<file path="src/rtl/ecc_pkg.sv">
package ecc_pkg;
  typedef enum logic [1:0] {
    ST_CLEAN    = 2'd0,
    ST_CODE_ERR = 2'd1,
    ST_FIXED    = 2'd2,
    ST_FATAL    = 2'd3
  } ecc_status_e;
endpackage

</file>
<file path="src/rtl/ecc_popcount.sv">
module ecc_popcount #(
  parameter int W     = 22,
  parameter int CNT_W = $clog2(W + 1)
) (
  input  logic [W-1:0]     vec_i,
  output logic [CNT_W-1:0] cnt_o
);
  always_comb begin
    cnt_o = '0;
    for (int i = 0; i < W; i++) cnt_o = cnt_o + CNT_W'(vec_i[i]);
  end
endmodule

</file>
<file path="src/rtl/ecc_lane_eval.sv">
module ecc_lane_eval
  import ecc_pkg::*;
#(
  parameter int BYTE_IDX_W = 8,
  parameter int BIT_IDX_W  = 3,
  localparam int HALF_W    = BYTE_IDX_W + BIT_IDX_W,
  localparam int CODE_W    = 2 * HALF_W
) (
  input  logic [CODE_W-1:0]     calc_i,
  input  logic [CODE_W-1:0]     stored_i,
  output ecc_status_e           status_o,
  output logic [BYTE_IDX_W-1:0] byte_o,
  output logic [BIT_IDX_W-1:0]  bit_o
);
  localparam int CNT_W = $clog2(CODE_W + 1);

  logic [CODE_W-1:0] syn;
  logic [CNT_W-1:0]  weight;
  logic [HALF_W-1:0] pair;

  assign syn  = calc_i ^ stored_i;
  assign pair = (calc_i[HALF_W-1:0] ^ calc_i[CODE_W-1:HALF_W]) ^
                (stored_i[HALF_W-1:0] ^ stored_i[CODE_W-1:HALF_W]);

  ecc_popcount #(.W(CODE_W)) u_pop (.vec_i(syn), .cnt_o(weight));

  always_comb begin
    byte_o = syn[HALF_W-1:BIT_IDX_W];
    bit_o  = syn[BIT_IDX_W-1:0];
    if (syn == '0 || calc_i == '0 || stored_i == '0)
      status_o = ST_CLEAN;
    else if (weight == CNT_W'(1))
      status_o = ST_CODE_ERR;
    else if (weight == CNT_W'(HALF_W) && pair == '1)
      status_o = ST_FIXED;
    else
      status_o = ST_FATAL;
  end
endmodule

</file>
<file path="src/rtl/ecc_lane_merge.sv">
module ecc_lane_merge
  import ecc_pkg::*;
#(
  parameter int LANES   = 2,
  parameter int FLIPS_W = $clog2(LANES + 1)
) (
  input  logic                  dual_i,
  input  ecc_status_e           lane_st_i [LANES],
  output ecc_status_e           status_o,
  output logic [FLIPS_W-1:0]    flips_o,
  output logic [LANES-1:0]      fix_en_o
);
  logic [LANES-1:0] active;
  logic             stop;

  always_comb begin
    active    = dual_i ? '1 : LANES'(1);
    status_o  = ST_CLEAN;
    flips_o   = '0;
    fix_en_o  = '0;
    stop      = 1'b0;
    for (int l = 0; l < LANES; l++) begin
      if (active[l] && !stop) begin
        if (lane_st_i[l] == ST_CODE_ERR || lane_st_i[l] == ST_FATAL) begin
          status_o = lane_st_i[l];
          stop     = 1'b1;
        end else if (lane_st_i[l] == ST_FIXED) begin
          fix_en_o[l] = 1'b1;
          flips_o     = flips_o + FLIPS_W'(1);
        end
      end
    end
    // earlier-lane fixes stay enabled on abort; count is dropped
    if (stop) flips_o = '0;
    else if (flips_o != '0) status_o = ST_FIXED;
  end
endmodule

</file>
<file path="src/rtl/ecc_syndrome_fix.sv">
module ecc_syndrome_fix
  import ecc_pkg::*;
#(
  parameter int BYTE_IDX_W = 8,
  parameter int BIT_IDX_W  = 3,
  parameter int LANES      = 2,
  localparam int HALF_W    = BYTE_IDX_W + BIT_IDX_W,
  localparam int CODE_W    = 2 * HALF_W,
  localparam int MASK_W    = 1 << BIT_IDX_W,
  localparam int FLIPS_W   = $clog2(LANES + 1)
) (
  input  logic                        clk_i,
  input  logic                        rst_ni,
  input  logic                        valid_i,
  input  logic                        dual_i,
  input  logic [LANES*CODE_W-1:0]     calc_i,
  input  logic [LANES*CODE_W-1:0]     stored_i,
  output logic                        valid_o,
  output logic [1:0]                  status_o,
  output logic [FLIPS_W-1:0]          flips_o,
  output logic [LANES-1:0]            fix_en_o,
  output logic [LANES*BYTE_IDX_W-1:0] fix_byte_o,
  output logic [LANES*BIT_IDX_W-1:0]  fix_bit_o,
  output logic [LANES*MASK_W-1:0]     fix_mask_o
);
  ecc_status_e             lane_st   [LANES];
  logic [BYTE_IDX_W-1:0]   lane_byte [LANES];
  logic [BIT_IDX_W-1:0]    lane_bit  [LANES];
  ecc_status_e             st_d;
  logic [FLIPS_W-1:0]      flips_d;
  logic [LANES-1:0]        en_d;
  logic [LANES*BYTE_IDX_W-1:0] byte_d;
  logic [LANES*BIT_IDX_W-1:0]  bit_d;
  logic [LANES*MASK_W-1:0]     mask_d;

  for (genvar l = 0; l < LANES; l++) begin : g_lane
    ecc_lane_eval #(.BYTE_IDX_W(BYTE_IDX_W), .BIT_IDX_W(BIT_IDX_W)) u_eval (
      .calc_i  (calc_i[l*CODE_W +: CODE_W]),
      .stored_i(stored_i[l*CODE_W +: CODE_W]),
      .status_o(lane_st[l]),
      .byte_o  (lane_byte[l]),
      .bit_o   (lane_bit[l])
    );
    assign byte_d[l*BYTE_IDX_W +: BYTE_IDX_W] = en_d[l] ? lane_byte[l] : '0;
    assign bit_d[l*BIT_IDX_W +: BIT_IDX_W]    = en_d[l] ? lane_bit[l]  : '0;
    assign mask_d[l*MASK_W +: MASK_W] =
      en_d[l] ? (MASK_W'(1) << lane_bit[l]) : '0;
  end

  ecc_lane_merge #(.LANES(LANES)) u_merge (
    .dual_i   (dual_i),
    .lane_st_i(lane_st),
    .status_o (st_d),
    .flips_o  (flips_d),
    .fix_en_o (en_d)
  );

  always_ff @(posedge clk_i or negedge rst_ni) begin
    if (!rst_ni) begin
      valid_o    <= 1'b0;
      status_o   <= '0;
      flips_o    <= '0;
      fix_en_o   <= '0;
      fix_byte_o <= '0;
      fix_bit_o  <= '0;
      fix_mask_o <= '0;
    end else begin
      valid_o <= valid_i;
      if (valid_i) begin
        status_o   <= st_d;
        flips_o    <= flips_d;
        fix_en_o   <= en_d;
        fix_byte_o <= byte_d;
        fix_bit_o  <= bit_d;
        fix_mask_o <= mask_d;
      end
    end
  end
endmodule

</file>
<file path="config.mk">
export PLATFORM = sky130hd
export DESIGN_NAME = ecc_syndrome_fix
export DESIGN_NICKNAME = d
export VERILOG_FILES = /design/src/rtl/ecc_pkg.sv /design/src/rtl/ecc_popcount.sv /design/src/rtl/ecc_lane_eval.sv /design/src/rtl/ecc_lane_merge.sv /design/src/rtl/ecc_syndrome_fix.sv
export SDC_FILE = /design/constraint.sdc
export NUM_CORES = 1
export LEC_CHECK = 0
export BUFFER_PORTS_ARGS = -buffer_cell sky130_fd_sc_hd__clkbuf_2
export CORE_MARGIN = 5
export CORE_UTILIZATION = 50
export CTS_BUF_LIST = sky130_fd_sc_hd__clkbuf_8
export CTS_CLUSTER_DIAMETER = 30
export DETAILED_ROUTE_END_ITERATION = 10
export GPL_TIMING_DRIVEN = 0
export PLACE_DENSITY = 0.81
export SLEW_MARGIN = 30
export SYNTH_ARGS = -nofsm -noshare
export SYNTH_HDL_FRONTEND = slang
export SYNTH_SLANG_ARGS = --single-unit
</file>
<file path="constraint.sdc">
create_clock -name clk_i -period 2.1 [get_ports clk_i]
set_clock_uncertainty 0.15 [all_clocks]
set_input_delay 0.105 -clock clk_i [delete_from_list [all_inputs] [get_ports clk_i]]
set_output_delay 0.105 -clock clk_i [all_outputs]
set_load 0.02 [all_outputs]
</file>
==> results of run 1 <==
==> cell usage in the layout, fill, tap and decap left out, drive strengths merged, types with 2 or more instances in the layout <==
master and instances:
a21o 2, nor3b 3, dlygate4sd3 2, dfrtp 45
xor2 24, ha 23, a21oi 2, xnor2 45
inv 102, nand3 16, clkbuf 131, o22ai 20
nor2 12, or4 5, nor3 3, o21ai 22
o2bb2ai 2, nand4 23, buf 54, nor4 26
and4 2, fa 30, nand2 16, nand3b 2
==> how the worst max path moves through the flow <==
stage / start / endpoint / slack [ps] / cells past startpoint
floorplan: calc_i[0] / status_o[1] / -3180 / 22
global placement: calc_i[0] / status_o[1] / -3650 / 23
detailed placement: stored_i[9] / status_o[1] / -3770 / 23
CTS: calc_i[11] / status_o[1] / -3340 / 25
global route: stored_i[13] / status_o[1] / -3470 / 25
finish: stored_i[13] / status_o[1] / -3360 / 25
==> cell type report <==
type                    count  area share [%]
plain buffers              11            1.39
inverters                 100            6.33
multi-input cells         290            51.0
clock buffers               5            1.16
clock inverters             3           0.253
well taps                 105            2.22
flip-flops and latches     45            19.0
repair buffers            171            18.7
==> metrics by stage <==
| stage | std cells | utilization (%) | power (mW) | hold WS [ps] |
|---|---|---|---|---|
| after CTS | 717 | 69.1 | 5.70 | 7.95 |
| after global routing | 730 | 72.1 | 6.75 | 63.9 |
| after detailed placement | 687 | 64.4 | 5.06 | 31.3 |
| after global placement | 687 | 64.4 | 4.70 | 192 |
| final | 730 | 72.1 | 6.19 | 59.4 |
| after floorplan | 446 | - | 4.05 | -341 |
==> logic make-up (layout without fill, tap and decap cells) <==
group	Yosys count	count (layout)	synth area share [%]
AOI/OAI and AO/OA	54	54	10.7
xor gates and xnor gates	69	69	14.8
adders and majority gates	53	53	21.0
buffers and inverters	111	290	10.6
DFF	45	45	26.7
muxes	2	2	0.503
and+or+nand+nor	112	112	15.7
==> repair_timing <==
item / in CTS / in global routing
setup endpoints to repair: 44 / 44
pin swaps: 20 / 26
gates resized for setup: 19 / 68
buffers inserted: 17 / 13
hold endpoints to repair: 46 / 0
gates cloned: 3 / 0
hold buffers: 2 / 0
==> routing by layer <==
metal	up-vias	global-route usage, %	wire (um)
met2	221	41.2	6640
met1	1954	29.7	4810
met5	-	0	0
li1	1844	-	-
met4	0	6.56	303
met3	34	3.41	988
==> power breakdown <==
part	total, mW	switching [mW]	leakage, nW	internal [mW]
clock	0.513	0.287	0.0467	0.226
sequential	0.883	0.00602	0.618	0.877
combinational	4.79	2.55	2.12	2.24
total	6.19	2.84	2.78	3.35
==> critical path: cells and delay by family <==
family	cells	cell delay, ps
buffers and inverters	7	490
and+or+nand+nor	4	810
AOI/OAI and AO/OA	4	470
xor gates and xnor gates	2	350
adders and majority gates	8	3220
==> sequential cells by signal (all words and copies together), names as in the netlist <==
register / count
fix_bit_o: 6
fix_byte_o: 16
fix_en_o: 2
fix_mask_o: 16
flips_o: 2
status_o: 2
valid_o: 1
==> results_tabular.tex, run 1 <==
\begin{tabular}{lr}
\hline
Metric & Value \\
\hline
\multicolumn{2}{l}{\textbf{Status}} \\
Status & complete, but fails checks \\
Violated checks & negative setup slack \\
\multicolumn{2}{l}{\textbf{Placed design}} \\
Placer's final routability congestion estimate & approximately 0.94 \\
Placed inst area & $\sim$5300 um2 \\
Port Buffers & about 140 \\
Worst slack, placed & -3770 ps \\
HPWL after detailed placement & $\sim$9500 um \\
\multicolumn{2}{l}{\textbf{Clock tree}} \\
Root Buffer Master & sky130\_fd\_sc\_hd\_\_clkbuf\_8 \\
Clock sink count & 45 \\
Worst-path clk slew & 80 ps \\
Number of H-tree levels & 2 \\
Clock latency on the worst-skew pair & about 290 ps \\
Number of buffers created by CTS & 5 \\
Maximum clock insertion buffer count & 2 \\
TritonCTS clock tree & built \\
\multicolumn{2}{l}{\textbf{Synth}} \\
Async S/R FF share, synth & 100\% \\
Synth Cell Area & $\sim$4200 um2 \\
Largest cells by area after synthesis & sky130\_fd\_sc\_hd\_\_dfrtp\_1 (27\%), sky130\_fd\_sc\_hd\_\_fa\_1 (14\%), sky130\_fd\_sc\_hd\_\_inv\_1 (8.9\%) \\
Primary FF master, synth & sky130\_fd\_sc\_hd\_\_dfrtp\_1 \\
Top cells by instance count after synthesis & sky130\_fd\_sc\_hd\_\_inv\_1 (100), sky130\_fd\_sc\_hd\_\_dfrtp\_1 (45), sky130\_fd\_sc\_hd\_\_xnor2\_1 (42) \\
Cell count after synthesis & approximately 450 \\
Area fraction of the dominant cell type after synthesis & a little over a quarter \\
Library cells used by synthesis & 42 \\
Syn. warnings & 0 \\
Flop and latch count out of synthesis & 45 \\
Library cell with the highest instance count after synthesis & sky130\_fd\_sc\_hd\_\_inv\_1 \\
Dominant cell type by area after synthesis & sky130\_fd\_sc\_hd\_\_dfrtp\_1 \\
Synthesized Nets & 591 \\
Mean instance size in the synthesized netlist & about 9.5 um2 \\
Number of enable flip-flop cells after synthesis & 0 \\
Sequential element share of the synthesized area & 26.7\% \\
\multicolumn{2}{l}{\textbf{Timing}} \\
Setup violations, final & 44 \\
Highest clock frequency the design can meet & approximately 0.18 GHz \\
Post-route setup slack & -3360 ps \\
Portion of the clock cycle consumed by the worst path in the final layout & 260\% \\
Final critical path time including I/O delays and setup & between 5000 and 6000 ps \\
Final TNS setup & -136,040 ps \\
Count of final max-slew check failures & 0 \\
Least-Margin Pin Slew & 790 ps \\
Max\_slew headroom & between 40\% and 50\% \\
Count of final hold-check violations & 0 \\
Unrepaired setup endpoints after global routing & true \\
\multicolumn{2}{l}{\textbf{Routing}} \\
Residual DRC & 0 \\
Detailed-route via count & 4,053 \\
Vias per cell & approximately 5.6 \\
Iter 0 DRT Violations & between 200 and 300 \\
Remaining antenna violation count & 0 \\
WL/cell & roughly 17 um \\
Total Wirelength & about 13,000 um \\
Number of search-and-repair iterations in the first detailed-routing pass & 5 \\
\multicolumn{2}{l}{\textbf{Final layout}} \\
Finished layout cell area & slightly below 6000 um2 \\
Count of fill cells added during filler insertion & between 500 and 600 \\
Antenna diodes & 0 \\
Area growth from synthesis to final layout & 40.2\% \\
Ratio of cells with drive above 1 in the final layout & between 40\% and 50\% \\
Total area of multi-input combinational cells & 3020 um2 \\
Area taken by flip-flops and latches & approximately 1100 um2 \\
Layout Nets & 769 \\
\multicolumn{2}{l}{\textbf{Critical path}} \\
Delay contributed by the slowest stage of the critical path & 520 ps \\
Kind of launch point of the worst setup path & primary input \\
Category of the most critical setup path & primary input to register \\
Data arrival time at the worst-slack endpoint & roughly 5500 ps \\
Logic depth of the worst register-to-register path & 2 \\
Top cell by count, worst path & sky130\_fd\_sc\_hd\_\_fa\_1 \\
Endpoint of the most critical register-to-register path & flips\_o[0] \\
Required time reported for the critical path endpoint & about 2100 ps \\
Launching point of the worst reg2reg path & flips\_o[0] \\
Crit Path Max Fanout & 2 \\
Reg2reg setup slack & 1080 ps \\
Slowest CP cell & sky130\_fd\_sc\_hd\_\_fa\_1 \\
Kind of end point of the critical path & register \\
\multicolumn{2}{l}{\textbf{Worst hold path}} \\
Hold EP & fix\_byte\_o[7] \\
Number of cells on the worst hold path & 4 \\
Critical hold path startpoint & stored\_i[10] \\
Path type of the worst min-delay path & primary input to register \\
\multicolumn{2}{l}{\textbf{Floorplan}} \\
I/O Pins & 137 \\
Core area & slightly above 8000 um2 \\
Row Count & 33 \\
Starting Density & about half \\
X dimension of the die & $\sim$100 um \\
Floorplan die height & between 100 and 150 um \\
Area enclosed by the die boundary & 10,400 um2 \\
\multicolumn{2}{l}{\textbf{Pwr}} \\
Worst supply voltage drop on vdd & around 0.96 mV \\
Leakage power of the design & about 2.8 nW \\
Power per Cell Area & 1040 nW/um2 \\
\multicolumn{2}{l}{\textbf{Global routing}} \\
First-pass GRT wire length & between 15,000 and 20,000 um \\
Global route overflow & 0 \\
Pin count of the biggest net entering global routing & 46 \\
Via count of the first global-routing pass & 4,199 \\
Total Routing Usage GR & about a quarter \\
Initial antenna violation count & 0 \\
\multicolumn{2}{l}{\textbf{Job}} \\
Total of max-cap violations & 0 \\
\hline
\end{tabular}
Power figures use the tool's default switching activity.
==> run 2, diff against run 1 <==
--- a/config.mk
+++ b/config.mk
@@ -5,14 +5,15 @@
 export SDC_FILE = /design/constraint.sdc
 export NUM_CORES = 1
 export LEC_CHECK = 0
-export BUFFER_PORTS_ARGS = -buffer_cell sky130_fd_sc_hd__clkbuf_2
-export CORE_MARGIN = 5
+export ABC_AREA = 1
+export CORE_MARGIN = 2
 export CORE_UTILIZATION = 50
 export CTS_BUF_LIST = sky130_fd_sc_hd__clkbuf_8
 export CTS_CLUSTER_DIAMETER = 30
 export DETAILED_ROUTE_END_ITERATION = 10
+export DONT_BUFFER_PORTS = 1
 export GPL_TIMING_DRIVEN = 0
-export PLACE_DENSITY = 0.81
+export PLACE_DENSITY = 0.67
 export SLEW_MARGIN = 30
 export SYNTH_ARGS = -nofsm -noshare
 export SYNTH_HDL_FRONTEND = slang
==> results_tabular.tex, run 2 <==
\begin{tabular}{lr}
\hline
Metric & Value \\
\hline
\multicolumn{2}{l}{\textbf{Worst hold path}} \\
Critical hold path startpoint & calc\_i[3] \\
Path type of the worst min-delay path & primary input to register \\
\multicolumn{2}{l}{\textbf{Routing}} \\
Number of search-and-repair iterations in the first detailed-routing pass & 7 \\
Remaining antenna violation count & 0 \\
Residual DRC & 0 \\
Vias per cell & just over 5 \\
Iter 0 DRT Violations & 330 \\
Total Wirelength & between 15,000 and 20,000 um \\
Detailed-route via count & between 5,000 and 6,000 \\
WL/cell & 14.5 um \\
\multicolumn{2}{l}{\textbf{Final layout}} \\
Ratio of cells with drive above 1 in the final layout & between 20\% and 30\% \\
Area growth from synthesis to final layout & 26.0\% \\
Total area of multi-input combinational cells & about 3900 um2 \\
Leading cell type in the layout, fill and taps excluded & sky130\_fd\_sc\_hd\_\_nand2\_1 \\
Antenna diodes & 0 \\
Count of fill cells added during filler insertion & between 900 and 1,000 \\
Area taken by flip-flops and latches & roughly 1100 um2 \\
Layout Nets & about 1,000 \\
Most frequent cells in the layout & sky130\_fd\_sc\_hd\_\_nand2\_1 (301), sky130\_fd\_sc\_hd\_\_inv\_1 (118), sky130\_fd\_sc\_hd\_\_nor2\_1 (85), sky130\_fd\_sc\_hd\_\_dfrtp\_1 (45), sky130\_fd\_sc\_hd\_\_nand3\_1 (37) \\
Final core utilization & around 64\% \\
Top Registers & fix\_byte\_o (16), fix\_mask\_o (16), fix\_bit\_o (6) \\
\multicolumn{2}{l}{\textbf{Pwr}} \\
Proportion of total power due to net switching & between 50\% and 60\% \\
Combinational fraction of design power & 75.6\% \\
Internal portion of total power & around 2.8 mW \\
Power per Cell Area & around 870 nW/um2 \\
Leakage power of the design & between 3 and 4 nW \\
Portion of total power attributed to sequential cells & between 10\% and 20\% \\
Switching component of the power & 2.89 mW \\
Clock power frac & just under 9\% \\
Worst supply voltage drop on vdd & between 1.5 and 2 mV \\
\multicolumn{2}{l}{\textbf{Global routing}} \\
First-pass GRT wire length & around 24,000 um \\
Via count of the first global-routing pass & 5,051 \\
Total Routing Usage GR & between 20\% and 30\% \\
Pin count of the biggest net entering global routing & 46 \\
Initial antenna violation count & 0 \\
Global route overflow & 0 \\
\multicolumn{2}{l}{\textbf{Timing}} \\
Final critical path time including I/O delays and setup & approximately 5000 ps \\
Highest clock frequency the design can meet & around 0.20 GHz \\
Least-Margin Pin Slew & approximately 470 ps \\
Count of final hold-check violations & 1 \\
Count of final max-slew check failures & 0 \\
Max\_slew headroom & about two thirds \\
Unrepaired setup endpoints after global routing & true \\
Tightest hold margin & -7.32 ps \\
Post-route setup slack & -2880 ps \\
Portion of the clock cycle consumed by the worst path in the final layout & 237\% \\
Setup violations, final & 44 \\
\multicolumn{2}{l}{\textbf{Job}} \\
Total of max-cap violations & 0 \\
\multicolumn{2}{l}{\textbf{Critical path}} \\
Top cell by count, worst path & sky130\_fd\_sc\_hd\_\_fa\_1 \\
Kind of launch point of the worst setup path & primary input \\
Delay contributed by the slowest stage of the critical path & 580 ps \\
Kind of end point of the critical path & register \\
Slowest CP cell & sky130\_fd\_sc\_hd\_\_fa\_1 \\
Worst setup startpoint & calc\_i[22] \\
Category of the most critical setup path & primary input to register \\
Required time reported for the critical path endpoint & 2140 ps \\
Launching point of the worst reg2reg path & status\_o[1] \\
Data arrival time at the worst-slack endpoint & between 5000 and 6000 ps \\
CP Cell Sequence & xnor2\_4 -> fa\_1 -> fa\_1 -> fa\_1 -> fa\_1 -> inv\_1 -> fa\_1 -> ha\_2 -> inv\_2 -> fa\_2 -> inv\_2 -> nand2\_2 -> nor2\_4 -> nand4\_1 -> nor4\_1 -> nand4\_1 -> nor3\_2 -> ha\_1 -> inv\_1 -> nand2\_1 -> nand3\_2 -> nand3\_2 \\
Crit Path Max Fanout & 4 \\
\multicolumn{2}{l}{\textbf{Clock tree}} \\
TritonCTS clock tree & built \\
Number of buffers created by CTS & 5 \\
Clock sink count & 45 \\
Worst-path clk slew & approximately 80 ps \\
Clock latency on the worst-skew pair & 300 ps \\
Root Buffer Master & sky130\_fd\_sc\_hd\_\_clkbuf\_8 \\
Maximum clock insertion buffer count & 2 \\
Number of H-tree levels & 2 \\
\multicolumn{2}{l}{\textbf{Placed design}} \\
Placer's final routability congestion estimate & 0.965 \\
Port Buffers & 0 \\
Worst slack, placed & -3310 ps \\
HPWL after detailed placement & approximately 12,000 um \\
\multicolumn{2}{l}{\textbf{Floorplan}} \\
Row Count & 37 \\
Floorplan die height & around 110 um \\
I/O Pins & around 140 \\
Core area & 10,200 um2 \\
Area enclosed by the die boundary & approximately 11,000 um2 \\
Starting Density & about 51\% \\
X dimension of the die & $\sim$110 um \\
\multicolumn{2}{l}{\textbf{Synth}} \\
Largest cells by area after synthesis & sky130\_fd\_sc\_hd\_\_nand2\_1 (25\%), sky130\_fd\_sc\_hd\_\_dfrtp\_1 (22\%), sky130\_fd\_sc\_hd\_\_fa\_1 (12\%) \\
Portion of netlist area occupied by mux cells & 0\% \\
Simple logic cell fraction of the synthesized area & between 40\% and 50\% \\
Library cell with the highest instance count after synthesis & sky130\_fd\_sc\_hd\_\_nand2\_1 \\
Async S/R FF share, synth & 100\% \\
Compound-Gate Fraction of Synth Area & around 3.8\% \\
Syn. warnings & 0 \\
Area fraction of the dominant cell type after synthesis & approximately 25\% \\
XOR/XNOR share of the synthesized area & under 10\% \\
Library cells used by synthesis & 30 \\
Dominant combinational cell family by area after synthesis & simple AND/OR/NAND/NOR gates \\
Sequential element share of the synthesized area & between 20 and 25\% \\
Cell count after synthesis & 844 \\
Number of enable flip-flop cells after synthesis & 0 \\
Adder-cell share of the synthesized area & between 10\% and 20\% \\
Top cells by instance count after synthesis & sky130\_fd\_sc\_hd\_\_nand2\_1 (344), sky130\_fd\_sc\_hd\_\_inv\_1 (147), sky130\_fd\_sc\_hd\_\_nor2\_1 (91) \\
Dominant cell type by area after synthesis & sky130\_fd\_sc\_hd\_\_nand2\_1 \\
Primary FF master, synth & sky130\_fd\_sc\_hd\_\_dfrtp\_1 \\
Synth Cell Area & roughly 5200 um2 \\
Mean instance size in the synthesized netlist & 6.14 um2 \\
Flop and latch count out of synthesis & 45 \\
Synthesized Nets & a little under 1,000 \\
\multicolumn{2}{l}{\textbf{Status}} \\
Status & complete, but fails checks \\
Violated checks & negative hold slack, negative setup slack \\
\hline
\end{tabular}
-- run 2: cell types whose count changed after synthesis, sizes merged, moves of 20 or more --
cell / previous run / this run
nand2: 16 / 354
nor2: 12 / 97
nor4: 26 / 2
o22ai: 20 / 0
inv: 100 / 160
nand3: 16 / 47
xnor2: 45 / 14
-- run 2: critical path, delay by kind of cell --
kind          cells  cell delay [ps]
fa+ha+maj         8             3410
simple gates      9             1070
xor+xnor          1              220
buf+inv           4              200
-- run 2: final cells by class --
class / instances / area share [%]
repair buffers: 53 / 7.88
clock buffers: 5 / 1.05
plain buffers: 7 / 0.748
flip-flops and latches: 45 / 17.3
well taps: 136 / 2.61
clock inverters: 3 / 0.211
inverters: 161 / 10.4
multi-input cells: 631 / 59.9
-- run 2: logic make-up (layout without fill, tap and decap cells) --
| family | Yosys count | in the layout |
|---|---|---|
| AND/OR/NAND/NOR | 518 | 518 |
| buffers and inverters | 168 | 229 |
| adder cells (fa/ha/maj) | 53 | 53 |
| flip-flops | 45 | 45 |
| AO/OA/AOI/OAI | 37 | 37 |
| XOR/XNOR | 23 | 23 |
-- run 2: worst paths after layout --
kind                       slack, ps             end  cells after the start
max                            -2880     status_o[1]                     22
min                               -7   fix_byte_o[0]                      4
max reg2reg                      920     status_o[1]                      3
min reg2reg                      470  fix_mask_o[13]                      2
max in group asynchronous       1480   fix_mask_o[9]                      2
min in group asynchronous        110    fix_bit_o[1]                      2
-- run 2: power groups by stage --
| stage | clock [mW] | combinational, mW | sequential (mW) |
|---|---|---|---|
| 3_3_place_gp | 0 | 3.69 | 0.901 |
| 3_5_place_dp | 0 | 3.88 | 0.901 |
| 2_1_floorplan | 0 | 3.06 | 0.899 |
| 5_1_grt | 0.538 | 5.05 | 0.884 |
| 4_1_cts | 0.511 | 4.19 | 0.883 |
| 6_report | 0.507 | 4.31 | 0.883 |
-- run 2: metrics by stage --
stage	cells	TNS [ps]	hold WS, ps	area [um2]	power [mW]
final	1041	-120220	-7.32	6520	5.70
after global routing	1041	-129940	12.7	6520	6.47
after CTS	1030	-119610	-9.41	6230	5.58
after floorplan	844	-115050	-341	5310	3.96
after detailed placement	980	-138810	-340	5480	4.78
after global placement	980	-134430	-339	5480	4.59
-- run 2: routing by layer --
layer	part of all wire [%]	GRT usage, %	vias up
met5	0	0	-
met1	45	37.9	2451
li1	-	-	2640
met2	47	44.1	166
met4	1.2	5.26	0
met3	6.4	4.08	17
-- run 2: timing repair --
item	in CTS	in global routing
resized for setup	76	60
cloned	2	0
setup endpoints to repair	44	44
pin swaps	30	34
endpoints found under the hold margin	67	1
setup buffers	17	10
hold buffers	23	1
